[src/rtl/msr_pkg.sv]
package msr_pkg;
   localparam int MSR_LINES   = 4;
   localparam int MSR_RING_IX = 2;   // ring line position inside the 4-bit vectors
   typedef logic [MSR_LINES-1:0] msr_vec_t;   // {carrier, ring, set_ready, clear_send}
endpackage

[src/rtl/msr_sync.sv]
module msr_sync #(
   parameter int W       = 4,
   parameter int STAGES  = 2,
   parameter logic RST_VAL = 1'b1
) (
   input  logic         clk,
   input  logic         rst_n,
   input  logic [W-1:0] d,
   output logic [W-1:0] q
);
   if (STAGES < 1) begin : g_bad_stages
      $error("msr_sync: STAGES must be at least 1");
   end

   logic [W-1:0] stg [STAGES];

   for (genvar s = 0; s < STAGES; s++) begin : g_stage
      always_ff @(posedge clk or negedge rst_n) begin
         if (!rst_n)      stg[s] <= {W{RST_VAL}};
         else if (s == 0) stg[s] <= d;
         else             stg[s] <= stg[(s == 0) ? 0 : s-1];
      end
   end

   assign q = stg[STAGES-1];
endmodule

[src/rtl/msr_src_sel.sv]
module msr_src_sel
   import msr_pkg::*;
#(
   parameter bit HAS_LOOPBACK = 1'b1
) (
   input  msr_vec_t pin_sync_n,
   input  msr_vec_t ctl_bits,
   input  logic     loop_en,
   output msr_vec_t eff
);
   if (HAS_LOOPBACK) begin : g_loop
      assign eff = loop_en ? ctl_bits : ~pin_sync_n;
   end else begin : g_pins_only
      logic unused_loop;
      assign unused_loop = loop_en ^ (|ctl_bits);
      assign eff = ~pin_sync_n;
   end
endmodule

[src/rtl/msr_delta_flags.sv]
module msr_delta_flags
   import msr_pkg::*;
#(
   parameter int ARM_CYCLES    = 3,
   parameter bit RING_TRAILING = 1'b1
) (
   input  logic     clk,
   input  logic     rst_n,
   input  msr_vec_t eff,
   input  logic     clr,
   output msr_vec_t flags
);
   localparam int CW = $clog2(ARM_CYCLES + 1) + 1;

   if (ARM_CYCLES < 1) begin : g_bad_arm
      $error("msr_delta_flags: ARM_CYCLES must be at least 1");
   end

   logic [CW-1:0] arm_cnt;
   logic          armed;
   msr_vec_t      prev_q, hit, flag_q;

   assign armed = (arm_cnt == CW'(ARM_CYCLES));

   always_ff @(posedge clk or negedge rst_n) begin
      if (!rst_n)      arm_cnt <= '0;
      else if (!armed) arm_cnt <= arm_cnt + 1'b1;
   end

   for (genvar i = 0; i < MSR_LINES; i++) begin : g_line
      if (i == MSR_RING_IX && RING_TRAILING) begin : g_trailing
         assign hit[i] = prev_q[i] & ~eff[i];
      end else begin : g_any
         assign hit[i] = prev_q[i] ^ eff[i];
      end
   end

   always_ff @(posedge clk or negedge rst_n) begin
      if (!rst_n) begin
         prev_q <= '0;
         flag_q <= '0;
      end else begin
         prev_q <= eff;
         flag_q <= (flag_q & ~{MSR_LINES{clr}}) | (hit & {MSR_LINES{armed}});
      end
   end

   assign flags = flag_q;
endmodule

[src/rtl/modem_status_reg.sv]
module modem_status_reg
   import msr_pkg::*;
#(
   parameter int SYNC_STAGES   = 2,
   parameter bit HAS_LOOPBACK  = 1'b1,
   parameter bit RING_TRAILING = 1'b1
) (
   input  logic       clk,
   input  logic       rst_n,
   input  logic       rd_stb,
   output logic [7:0] rd_data,
   input  logic       dcd_n,
   input  logic       ri_n,
   input  logic       dsr_n,
   input  logic       cts_n,
   input  logic       loop_en,
   input  logic       ctl_out2,
   input  logic       ctl_out1,
   input  logic       ctl_dtr,
   input  logic       ctl_rts,
   input  logic       ms_int_en,
   output logic       ms_irq
);
   localparam int ARM = SYNC_STAGES + 1;

   if (2*MSR_LINES != 8) begin : g_bad_width
      $error("modem_status_reg: read word must be 8 bits");
   end

   msr_vec_t pin_raw_n, pin_sync_n, ctl_bits, eff, flags;

   assign pin_raw_n = {dcd_n, ri_n, dsr_n, cts_n};
   assign ctl_bits  = {ctl_out2, ctl_out1, ctl_dtr, ctl_rts};

   msr_sync #(.W(MSR_LINES), .STAGES(SYNC_STAGES), .RST_VAL(1'b1)) u_sync (
      .clk(clk), .rst_n(rst_n), .d(pin_raw_n), .q(pin_sync_n)
   );

   msr_src_sel #(.HAS_LOOPBACK(HAS_LOOPBACK)) u_sel (
      .pin_sync_n(pin_sync_n), .ctl_bits(ctl_bits), .loop_en(loop_en), .eff(eff)
   );

   msr_delta_flags #(.ARM_CYCLES(ARM), .RING_TRAILING(RING_TRAILING)) u_flags (
      .clk(clk), .rst_n(rst_n), .eff(eff), .clr(rd_stb), .flags(flags)
   );

   assign rd_data = {eff, flags};
   assign ms_irq  = ms_int_en & (|flags);
endmodule

[config.mk]
export PLATFORM = sky130hd
export DESIGN_NAME = modem_status_reg
export DESIGN_NICKNAME = d
export VERILOG_FILES = /design/src/rtl/msr_pkg.sv /design/src/rtl/msr_sync.sv /design/src/rtl/msr_src_sel.sv /design/src/rtl/msr_delta_flags.sv /design/src/rtl/modem_status_reg.sv
export SDC_FILE = /design/constraint.sdc
export NUM_CORES = 1
export LEC_CHECK = 0
export ABC_AREA = 1
export BUFFER_PORTS_ARGS = -buffer_cell sky130_fd_sc_hd__buf_2
export CORE_MARGIN = 5
export CORE_UTILIZATION = 44
export DETAILED_ROUTE_END_ITERATION = 10
export HOLD_SLACK_MARGIN = 0.15
export PLACE_DENSITY_LB_ADDON = 0.1
export SYNTH_ARGS = -nofsm -noshare
export SYNTH_HDL_FRONTEND = slang
export SYNTH_SLANG_ARGS = --single-unit
export TNS_END_PERCENT = 1
[constraint.sdc]
create_clock -name clk -period 1.2 [get_ports clk]
set_input_delay 0.06 -clock clk [delete_from_list [all_inputs] [get_ports clk]]
set_output_delay 0.06 -clock clk [all_outputs]
set_load 0.01 [all_outputs]
After elaboration in Yosys (flattened, before gate mapping)
Index checks and enable logic that the tools add are counted.
W data, S select, Z words.
{ "op_classes": {"add_sub_neg": 1, "multipliers": 0, "div": 0, "order_cmp": 0, "eq_ne": 1, "n_shift": 0, "mux": 1, "bitwise_logic": 11, "reduce_logical": 1} }
{ "op_table": {"columns": ["cell", "count"], "rows": [
  ["$and A4 B4 Y4", 2],
  ["$not A4 Y4", 2],
  ["$mux W4", 1],
  ["$or A4 B4 Y4", 1],
  ["$reduce_or A4 Y1", 1],
  ["$add A3 B1 Y3 const B", 1],
  ["$eq A3 B2 Y1 const B", 1],
  ["$xor A1 B1 Y1", 3],
  ["$and A1 B1 Y1", 2],
  ["$not A1 Y1", 1]
]} }
{ "totals": {"ff_bits": 19, "latchBits": 0, "ramBits": 0, "rom_bits": 0, "output_inout_bits": 9, "wordCells": 20, "mem_count": 0} }

Logic depth before layout (Yosys ltp)
Gate-level depths: netlist of run 1.
{ "depth": {"depth_word": 6, "depth_mapped": 6, "depth_no_buf": 5} }

By module
From an unflattened synthesis of run 1, not the netlist that was laid out.
{ "unflattened": {"cells_unflattened": 70, "hier_area_um2": 740.7} }
{ "by_module_without_submodules": {"columns": ["mod", "n_inst", "cells_each", "area_each_um2"], "rows": [
  ["msr_delta_flags", 1, 46, 449.2],
  ["msr_sync", 1, 12, 240.2],
  ["msr_src_sel", 1, 8, 35.0],
  ["modem_status_reg", 1, 4, 16.3]
]} }

Worst setup path after synthesis of run 1
Ideal clock, no wire load.
{ "synth_path": {"kind": "reg-to-reg", "startpoint": "register u_flags.arm_cnt[0]", "endpoint": "register u_flags.arm_cnt[1]", "setup_ps": 125, "arrival_ps": 1151, "setup_slack_ps": -76, "path_stages_with_launch": 5, "period_less_slack_ps": 1276, "cell_sequence": "dfrtp_1 ha_1 ha_1 buf_6 mux2_4"} }
{ "synth_via": {"elab_chain_cells": 1} }
{ "synth_rtl": {"columns": ["element", "line_no", "text"], "rows": [
  ["start: declaration", "msr_delta_flags.sv:19", "logic [CW-1:0] arm_cnt;"],
  ["start signal: assignment", "msr_delta_flags.sv:27", "else if (!armed) arm_cnt <= arm_cnt + 1'b1;"],
  ["$add A3 B1 Y3 / $eq A3 B2 Y1 (equally long branches)", "msr_delta_flags.sv:27, msr_delta_flags.sv:23", null]
]} }
Several ways; a longest one is shown, not always the timed one.
A chain may end at the register's enable or synchronous reset.

Worst setup path after layout of run 1
Same ends and word-level chain as after synthesis.

==> results of run 1 <==
==> kinds of logic (layout without fill, tap and decap cells) <==
family	count (synthesis)	in the layout	share of synthesized area, %
and+or+nand+nor	36	36	21.6
DFF	19	19	60.2
buffers and inverters	14	48	8.99
AOI/OAI and AO/OA	4	4	3.26
adders and majority gates	2	2	3.10
xor gates and xnor gates	1	1	1.09
muxes	1	1	1.86
==> cell type report <==
| cell class | instances | area [um2] | area share, % |
|---|---|---|---|
| well taps | 25 | 31.3 | 2.84 |
| flip-flops and latches | 19 | 485 | 44.0 |
| repair buffers | 32 | 231 | 21.0 |
| clock inverters | 1 | 5.00 | 0.454 |
| inverters | 12 | 50.0 | 4.54 |
| clock buffers | 3 | 22.5 | 2.04 |
| multi-input cells | 44 | 277 | 25.1 |
==> synth_stat cells, drive strengths merged <==
library cell  count
inv              12
dfrtp            11
ha                2
nand3             9
a21boi            1
nand2            25
o21ai             3
dfstp             8
nor2              2
mux2              1
xnor2             1
buf               2
==> worst min-delay path by stage <==
stage / slack, ps / startpoint / endpoint
2_1_floorplan: -240 / rst_n / u_flags.arm_cnt[0]
3_3_place_gp: 20 / rst_n / u_flags.prev_q[1]
3_5_place_dp: 20 / rst_n / u_flags.flags[1]
4_1_cts: 130 / loop_en / u_flags.prev_q[2]
5_1_grt: 160 / loop_en / u_flags.prev_q[2]
6_report: 130 / loop_en / u_flags.prev_q[2]
==> timing repair <==
item,4_1_cts,5_1_grt
gates resized for setup,5,6
setup endpoints to repair,3,5
hold endpoints to repair,31,0
hold buffers,10,0
pin swaps,0,2
buffers inserted,0,1
==> power groups by stage <==
stage | sequential [W] | clock, W | combinational [W]
floorplan | 0.000730 | 0 | 0.0000835
global placement | 0.000724 | 0 | 0.000159
detailed placement | 0.000725 | 0 | 0.000162
CTS | 0.000714 | 0.000322 | 0.000196
global route | 0.000721 | 0.000351 | 0.000231
finish | 0.000714 | 0.000301 | 0.000205
==> flip-flops by register name, summed over array words and instances, names as in the netlist <==
| register | count |
|---|---|
| u_flags.arm_cnt | 3 |
| u_flags.prev_q | 4 |
| u_flags.flags | 4 |
| u_sync.stg | 4 |
| u_sync.q | 4 |
==> through the flow <==
stage | power (W) | hold slack (ps) | worst slack [ps] | setup TNS [ps]
2_1_floorplan | 0.000814 | -236 | -26.0 | -26.0
3_3_place_gp | 0.000883 | 16.3 | 41.1 | 0
3_5_place_dp | 0.000887 | 16.3 | 23.0 | 0
4_1_cts | 0.00123 | 127 | 0.790 | 0
5_1_grt | 0.00130 | 155 | -48.8 | -134
6_report | 0.00122 | 133 | 6.77 | 0
==> routing by layer <==
metal	up-vias	wire (um)	track usage (%)
li1	304	-	-
met1	276	569	15.3
met2	16	730	20.7
met3	0	99	5.13
met4	0	0	1.28
met5	-	0	0
==> worst max-delay path, cell delays in order (launching register included) <==
cell and delay (ps):
dfrtp_1 420, ha_2 190, ha_4 190, mux2_4 290
==> run summary, run 1 <==
Syn nets -> 92
CP Launch Type -> register
Switch Pwr -> 0.000304 W
Cell area after layout -> 1100 um2
Die width -> 52.8 um
PortBufs -> 21
Cells after DPL -> 121
Nets -> 127
Relative slew margins -> 72.9%
Placed cell areas -> 936 um2
Worst Path Max Fanout -> 8
Post-route ant nets -> 0
P_int -> 0.000916 W
RSZ-0062 raised after global routing -> yes
Root Buffer -> clkbuf_4
DRT Wirelength -> 1.40 mm
Yosys warns -> 0
Commonest non-fill, non-tap cell in the layout -> nand2_1
Internal reg-to-reg setup slack -> 7 ps
Syn_area_per_cell -> 10.5 um2
HPWL Detailed -> 1.00 mm
Most frequent cells in the layout -> nand2_1, buf_2, dfrtp_1, dlygate4sd3_1
Crit Reg-Reg Endpoint -> u_flags.arm_cnt[1]
Cell leakage power -> 0.556 nW
Area contributors post-synth -> dfrtp_1, dfstp_2, nand2_1
Clk buf depth -> 2
Initial core utilization -> 46.7%
Crit path kind -> register to register
Critical Path End -> u_flags.arm_cnt[1]
Min-Delay Path Class -> primary input to register
H-tree depth -> 1
Routed vias/inst -> 4.38
GRT overflow -> 0
Slew Viols, Final -> 0
Final core utilization -> 63.8%
Routed vias -> 596
Fillers -> 155
Clk_lat worst skew -> 280 ps
Vias in the first global route -> 595
First-pass GRT wire length -> 2.51 mm
Num CTS Buffers -> 3
Layout Cells excl Fill -> 136
Post-Syn Instances -> 77
Skew final -> 3.63 ps
Die Y -> 52.8 um
Top achievable clock speed -> 0.838 GHz
Synth cell types -> 18
Area leader, netlist -> dfrtp_1
Layout area overhead -> 36.6%
Tightest Pin Transition -> 407 ps
Antenna violations before repair -> 0
Crit share post-route -> 99.4%
Power per cell area -> 1110 nW/um2
Clk pwr share -> 24.6%
Crit. End Element -> register
Die area -> 2790 um2
Layout cells sized above 1 -> 45.9%
Sequential Power Share -> 58.6%
Clock Sinks -> 19
Crit path arrival time -> 1370 ps
Top cell type's share of synthesized area -> 34.1%
Status -> finished, final reports clean
CP Data Required Time -> 1380 ps
Core footprint -> 1730 um2
R2R Path Start -> u_flags.arm_cnt[0]
Largest net degree at the start of global routing -> 20
Ports -> 22
Worst hold path cell count -> 2
Routability cong. -> 0.726
Maximum capacitance violations -> 0
Logic gate share of total power -> 16.8%
CTS tree -> done
ANT cells -> 0
Cell Rows -> 15
Setup Viol. Count Final -> 0
WL per Instance -> 10.3 um
Initial DRC count -> 5
Sw Ratio -> 24.9%
Setup crit start -> u_flags.arm_cnt[0]
Yosys reg bits -> 19
Peak supply drop -> 0.915 mV
GRT Util Overall -> 12.4%
Post-Syn Area -> 807 um2
Crit path time final -> 1190 ps
Sequential-to-total area share from yosys stat -> 60.2%
CTS clk-pin slew, worst paths -> 100 ps
DRC viols -> 0
Final Hold Vio Count -> 0
First drt pass iteration count -> 4
R2R depth -> 3
Power figures use the tool's default switching activity.
==> run 2: changes to the inputs <==
--- a/config.mk
+++ b/config.mk
@@ -10,6 +10,7 @@
 export CORE_MARGIN = 5
 export CORE_UTILIZATION = 44
 export DETAILED_ROUTE_END_ITERATION = 10
+export GPL_TIMING_DRIVEN = 0
 export HOLD_SLACK_MARGIN = 0.15
 export PLACE_DENSITY_LB_ADDON = 0.1
 export SYNTH_ARGS = -nofsm -noshare
==> run summary, run 2 (synthesis results as in run 1) <==
Vias in the first global route -> 632 (was 595)
Critical Path Max Stage Delay -> 550 ps (was 420 ps)
Fillers -> 150 (was 155)
Cell leakage power -> 0.574 nW (was 0.556 nW)
Tightest Pin Transition -> 394 ps (was 407 ps)
DRC viols -> 0 (unchanged)
Die width -> 52.8 um (unchanged)
Final Hold Vio Count -> 0 (unchanged)
WL per Instance -> 10.2 um (was 10.3 um)
Cell area after layout -> 1140 um2 (was 1100 um2)
Die area -> 2790 um2 (unchanged)
GRT overflow -> 0 (unchanged)
CP Data Required Time -> 1140 ps (was 1380 ps)
Cells after DPL -> 122 (was 121)
GRT Util Overall -> 12.5% (was 12.4%)
Largest net degree at the start of global routing -> 20 (unchanged)
PortBufs -> 20 (was 21)
CP bufs+invs -> 2 (was 0)
Layout area overhead -> 41.4% (was 36.6%)
Post-route ant nets -> 0 (unchanged)
Cell Rows -> 15 (unchanged)
Nets -> 131 (was 127)
Min-Delay Path Class -> primary input to asynchronous set/reset pin (was primary input to register)
Antenna violations before repair -> 0 (unchanged)
Clock Sinks -> 19 (unchanged)
Crit path time final -> 1180 ps (was 1190 ps)
R2R depth -> 3 (unchanged)
Routed vias/inst -> 4.38 (about the same)
Routed vias -> 613 (was 596)
Relative slew margins -> 73.7% (was 72.9%)
CP Launch Type -> register (unchanged)
Layout Cells excl Fill -> 140 (was 136)
Status -> finished, final reports clean (unchanged)
First-pass GRT wire length -> 2.53 mm (was 2.51 mm)
Skew final -> 5.06 ps (was 3.63 ps)
CTS clk-pin slew, worst paths -> 110 ps (was 100 ps)
Cell Chain, Critical Path -> inv_2, nand2_2, nand2_2, buf_6 (was ha_2, ha_4, mux2_4)
HPWL Detailed -> 1.05 mm (was 1.00 mm)
Top cell by count, worst path -> nand2_2
Most frequent cells in the layout -> nand2_1, buf_2, dlygate4sd3_1, dfrtp_1 (was nand2_1, buf_2, dfrtp_1, dlygate4sd3_1)
DRT Wirelength -> 1.43 mm (was 1.40 mm)
Power per cell area -> 1090 nW/um2 (was 1110 nW/um2)
Clk buf depth -> 2 (unchanged)
Peak supply drop -> 0.804 mV (was 0.915 mV)
Placed cell areas -> 953 um2 (was 936 um2)
Core footprint -> 1730 um2 (unchanged)
H-tree depth -> 1 (unchanged)
Root Buffer -> clkbuf_4 (unchanged)
Ports -> 22 (unchanged)
Top achievable clock speed -> 0.846 GHz (was 0.838 GHz)
FF+latch area -> 485 um2 (unchanged)
Initial core utilization -> 46.7% (unchanged)
First drt pass iteration count -> 4 (unchanged)
Crit share post-route -> 98.5% (was 99.4%)
Setup TNS -> 0 ps (unchanged)
Instance count on the critical path -> 4 (was 3)
Num CTS Buffers -> 3 (unchanged)
Crit path arrival time -> 1120 ps (was 1370 ps)
Crit. End Element -> primary output (was register)
Slew Viols, Final -> 0 (unchanged)
Setup Viol. Count Final -> 0 (unchanged)
Crit path kind -> register to primary output (was register to register)
Clk_lat worst skew -> 290 ps (was 280 ps)
Commonest non-fill, non-tap cell in the layout -> nand2_1 (unchanged)
Slowest cell on the critical path -> dfstp_2 (was dfrtp_1)
Layout cells sized above 1 -> 47.0% (was 45.9%)
Routability cong. -> 0.696 (was 0.726)
RSZ-0062 raised after global routing -> yes (unchanged)
Maximum capacitance violations -> 0 (unchanged)
Worst Path Max Fanout -> 2 (was 8)
Multi-input gate area -> 277 um2 (unchanged)
CTS tree -> done (unchanged)
Crit path max-delay family -> flip-flops (unchanged)
Initial DRC count -> 5 (unchanged)
Die Y -> 52.8 um (unchanged)
ANT cells -> 0 (unchanged)
## run 2: changes by cell type in the layout (fill, tap and decap cells not counted)
cell | before | now
buf_2 | 18 | 17
a21boi_0 | 0 | 1
buf_4 | 1 | 4
buf_6 | 3 | 4
a21boi_1 | 1 | 0
dlygate4sd3_1 | 10 | 11
## run 2: report_power, final
part / switching (W) / internal, W / leakage [nW]
clock network: 0.000192 / 0.000124 / 0.0177
logic: 0.000104 / 0.000107 / 0.349
registers: 0.0000220 / 0.000692 / 0.208
total: 0.000318 / 0.000923 / 0.574
## run 2: metal layers
| metal | GRT usage [%] | part of all wire (%) | up-vias |
|---|---|---|---|
| li1 | - | - | 315 |
| met1 | 14.6 | 42 | 284 |
| met2 | 21.7 | 52 | 14 |
| met3 | 3.70 | 5.5 | 0 |
| met4 | 3.83 | 0 | 0 |
| met5 | 0 | 0 | - |
## run 2: timing repair
item                                    4_1_cts  5_1_grt
endpoints found under the hold margin        31        0
hold buffers                                 11        0
setup buffers                                 2        2
gates resized for setup                       7        3
pin swaps                                     3        0
endpoints found under the setup margin        4        3
## run 2: worst register-to-register path, delay by kind of cell, from the launching register on
family / cells / cell delay (ps)
flops: 1 / 410
mux: 1 / 290
fa+ha+maj: 2 / 370
## run 2: per-stage QoR
stage	util, %	hold slack [ps]	total power, W	setup slack, ps
6_report	66.1	213	0.00124	18.2
5_1_grt	66.1	253	0.00131	-48.8
4_1_cts	64.6	224	0.00124	-4.31
3_5_place_dp	55.2	11.6	0.000889	-61.5
3_3_place_gp	55.2	8.91	0.000883	-60.4
2_1_floorplan	-	-236	0.000814	-26.0
## run 2: cell type report
class	count	share of cell area, %
flip-flops and latches	19	42.5
multi-input cells	44	24.2
repair buffers	35	22.7
inverters	12	4.39
well taps	25	2.74
clock buffers	3	1.97
plain buffers	1	0.987
clock inverters	1	0.439
## run 2: worst paths after layout
kind	startpoint	to	slack (ps)
min in group clk	u_sync.stg[4]	u_sync.q[0]	360
max in group asynchronous	rst_n	u_sync.stg[7]	660
worst min register to register	u_sync.stg[4]	u_sync.q[0]	360
worst min-delay path	rst_n	u_flags.prev_q[1]	210
worst max-delay path	u_sync.q[3]	rd_data[7]	20
worst max register to register	u_flags.arm_cnt[0]	u_flags.arm_cnt[1]	30
==> run 3: changes to the inputs <==
--- a/config.mk
+++ b/config.mk
@@ -12,7 +12,7 @@
 export DETAILED_ROUTE_END_ITERATION = 10
 export GPL_TIMING_DRIVEN = 0
 export HOLD_SLACK_MARGIN = 0.15
-export PLACE_DENSITY_LB_ADDON = 0.1
+export PLACE_DENSITY = 0.73
 export SYNTH_ARGS = -nofsm -noshare
 export SYNTH_HDL_FRONTEND = slang
 export SYNTH_SLANG_ARGS = --single-unit
==> run summary, run 3 (synthesis results as in run 1) <==
Setup Viol. Count Final -> 1 (was 0)
Layout area overhead -> 43.1% (was 41.4%)
GRT Util Overall -> 12.1% (was 12.5%)
CP bufs+invs -> 0 (was 2)
Crit path kind -> register to register (was register to primary output)
Most frequent cells in the layout -> nand2_1, buf_2, dlygate4sd3_1, dfrtp_1 (unchanged)
Largest net degree at the start of global routing -> 20 (unchanged)
Tightest Pin Transition -> 397 ps (was 394 ps)
WL per Instance -> 10.8 um (was 10.2 um)
Antenna violations before repair -> 0 (unchanged)
Relative slew margins -> 73.6% (was 73.7%)
Root Buffer -> clkbuf_4 (unchanged)
Clk_lat worst skew -> 290 ps (about the same)
PortBufs -> 20 (unchanged)
Min-Delay Path Class -> primary input to asynchronous set/reset pin (unchanged)
Top achievable clock speed -> 0.831 GHz (was 0.846 GHz)
ANT cells -> 0 (unchanged)
First-pass GRT wire length -> 2.42 mm (was 2.53 mm)
CTS tree -> done (unchanged)
Die width -> 52.8 um (unchanged)
Nets -> 133 (was 131)
HPWL Detailed -> 1.05 mm (about the same)
Fillers -> 138 (was 150)
Slowest cell on the critical path -> dfrtp_1 (was dfstp_2)
Initial DRC count -> 3 (was 5)
Ports -> 22 (unchanged)
Vias in the first global route -> 570 (was 632)
Clk buf depth -> 2 (unchanged)
Worst Path Max Fanout -> 8 (was 2)
Crit path max-delay family -> flip-flops (unchanged)
Post-route ant nets -> 0 (unchanged)
Core footprint -> 1730 um2 (unchanged)
Initial core utilization -> 46.7% (unchanged)
R2R Path Start -> u_flags.arm_cnt[0] (unchanged)
CP Data Required Time -> 1380 ps (was 1140 ps)
Crit path time final -> 1200 ps (was 1180 ps)
Status -> finished with violations (was finished, final reports clean)
Routed vias/inst -> 4.31 (was 4.38)
CTS clk-pin slew, worst paths -> 100 ps (was 110 ps)
Cell Rows -> 15 (unchanged)
Cell leakage power -> 0.580 nW (was 0.574 nW)
Power per cell area -> 1070 nW/um2 (was 1090 nW/um2)
Multi-input gate area -> 277 um2 (unchanged)
Crit Reg-Reg Endpoint -> u_flags.arm_cnt[1] (unchanged)
Pre-CTS setup slack -> -67.2 ps (was -61.5 ps)
Clock Sinks -> 19 (unchanged)
Cell area after layout -> 1150 um2 (was 1140 um2)
Crit share post-route -> 100% (was 98.5%)
Fin worst setup slack -> -3.71 ps (was 18.2 ps)
Critical Path Max Stage Delay -> 400 ps (was 550 ps)
Cell Chain, Critical Path -> ha_2, ha_4, mux2_4 (was inv_2, nand2_2, nand2_2, buf_6)
Die area -> 2790 um2 (unchanged)
Slew Viols, Final -> 0 (unchanged)
Routed vias -> 612 (was 613)
R2R depth -> 3 (unchanged)
Final Hold Vio Count -> 0 (unchanged)
Internal reg-to-reg setup slack -> -4 ps (was 30 ps)
Peak supply drop -> 0.823 mV (was 0.804 mV)
DRC viols -> 0 (unchanged)
Skew final -> 0.198 ps (was 5.06 ps)
Crit path arrival time -> 1380 ps (was 1120 ps)
CP Launch Type -> register (unchanged)
Commonest non-fill, non-tap cell in the layout -> nand2_1 (unchanged)
RSZ-0062 raised after global routing -> yes (unchanged)
Layout cells sized above 1 -> 47.0% (about the same)
Die Y -> 52.8 um (unchanged)
Maximum capacitance violations -> 0 (unchanged)
First drt pass iteration count -> 3 (was 4)
Num CTS Buffers -> 3 (unchanged)
Crit. End Element -> register (was primary output)
Failing checks -> setup timing
Placed cell areas -> 953 um2 (unchanged)
Routability cong. -> 0.675 (was 0.696)
FF+latch area -> 485 um2 (unchanged)
DRT Wirelength -> 1.54 mm (was 1.43 mm)
Setup crit start -> u_flags.arm_cnt[0] (was u_sync.q[3])
H-tree depth -> 1 (unchanged)
GRT overflow -> 0 (unchanged)
run 3: cell type report:
cell class                      instances  share of cell area, %
Clock buffer                            4                   2.28
Timing Repair Buffer                   37                   23.7
Tap cell                               25                   2.71
Buffer                                  1                  0.975
Multi-Input combinational cell         44                   23.9
Sequential cell                        19                   42.0
Inverter                               12                   4.33
run 3: worst max path at each step:
stage                              end  slack [ps]  cells after the start
floorplan           u_flags.arm_cnt[1]         -30                      4
global placement    u_flags.arm_cnt[1]         -50                      4
detailed placement  u_flags.arm_cnt[1]         -70                      4
CTS                         rd_data[4]         -10                      4
global route        u_flags.arm_cnt[1]         -30                      3
finish              u_flags.arm_cnt[1]          -4                      3
run 3: metal layers:
metal	global-route usage (%)	up-vias	routed length [um]	part of all wire, %
met1	14.1	283	677	44
met3	1.99	2	70	4.6
met5	0	-	0	0
met4	7.66	0	14	0.91
li1	-	314	-	-
met2	20.5	13	777	51
run 3: where the power goes:
group / switching, W / total, W / internal [W]
sequential: 0.0000228 / 0.000714 / 0.000692
combinational: 0.000107 / 0.000216 / 0.000109
clock: 0.000180 / 0.000309 / 0.000129
run 3: timing repair:
item / CTS / global route
hold buffers: 11 / 0
pin swaps: 2 / 1
cloned: 0 / 0
hold endpoints to repair: 31 / 0
endpoints found under the setup margin: 4 / 4
buffers inserted: 2 / 4
gates resized for setup: 5 / 5
run 3: stage by stage:
step	power [W]	setup TNS, ps	cells	util, %	hold WS [ps]
CTS	0.00124	-10.6	138	64.3	222
detailed placement	0.000889	-67.2	122	55.2	6.54
floorplan	0.000814	-26.0	77	-	-236
finish	0.00124	-3.71	142	66.9	220
global route	0.00131	-88.2	142	66.9	271
global placement	0.000882	-54.9	122	55.2	6.55
run 3: worst register-to-register path, delay by kind of cell (launching register included):
kind	cells	cell delay [ps]
flip-flops	1	400
adder cells (fa/ha/maj)	2	390
multiplexers	1	300
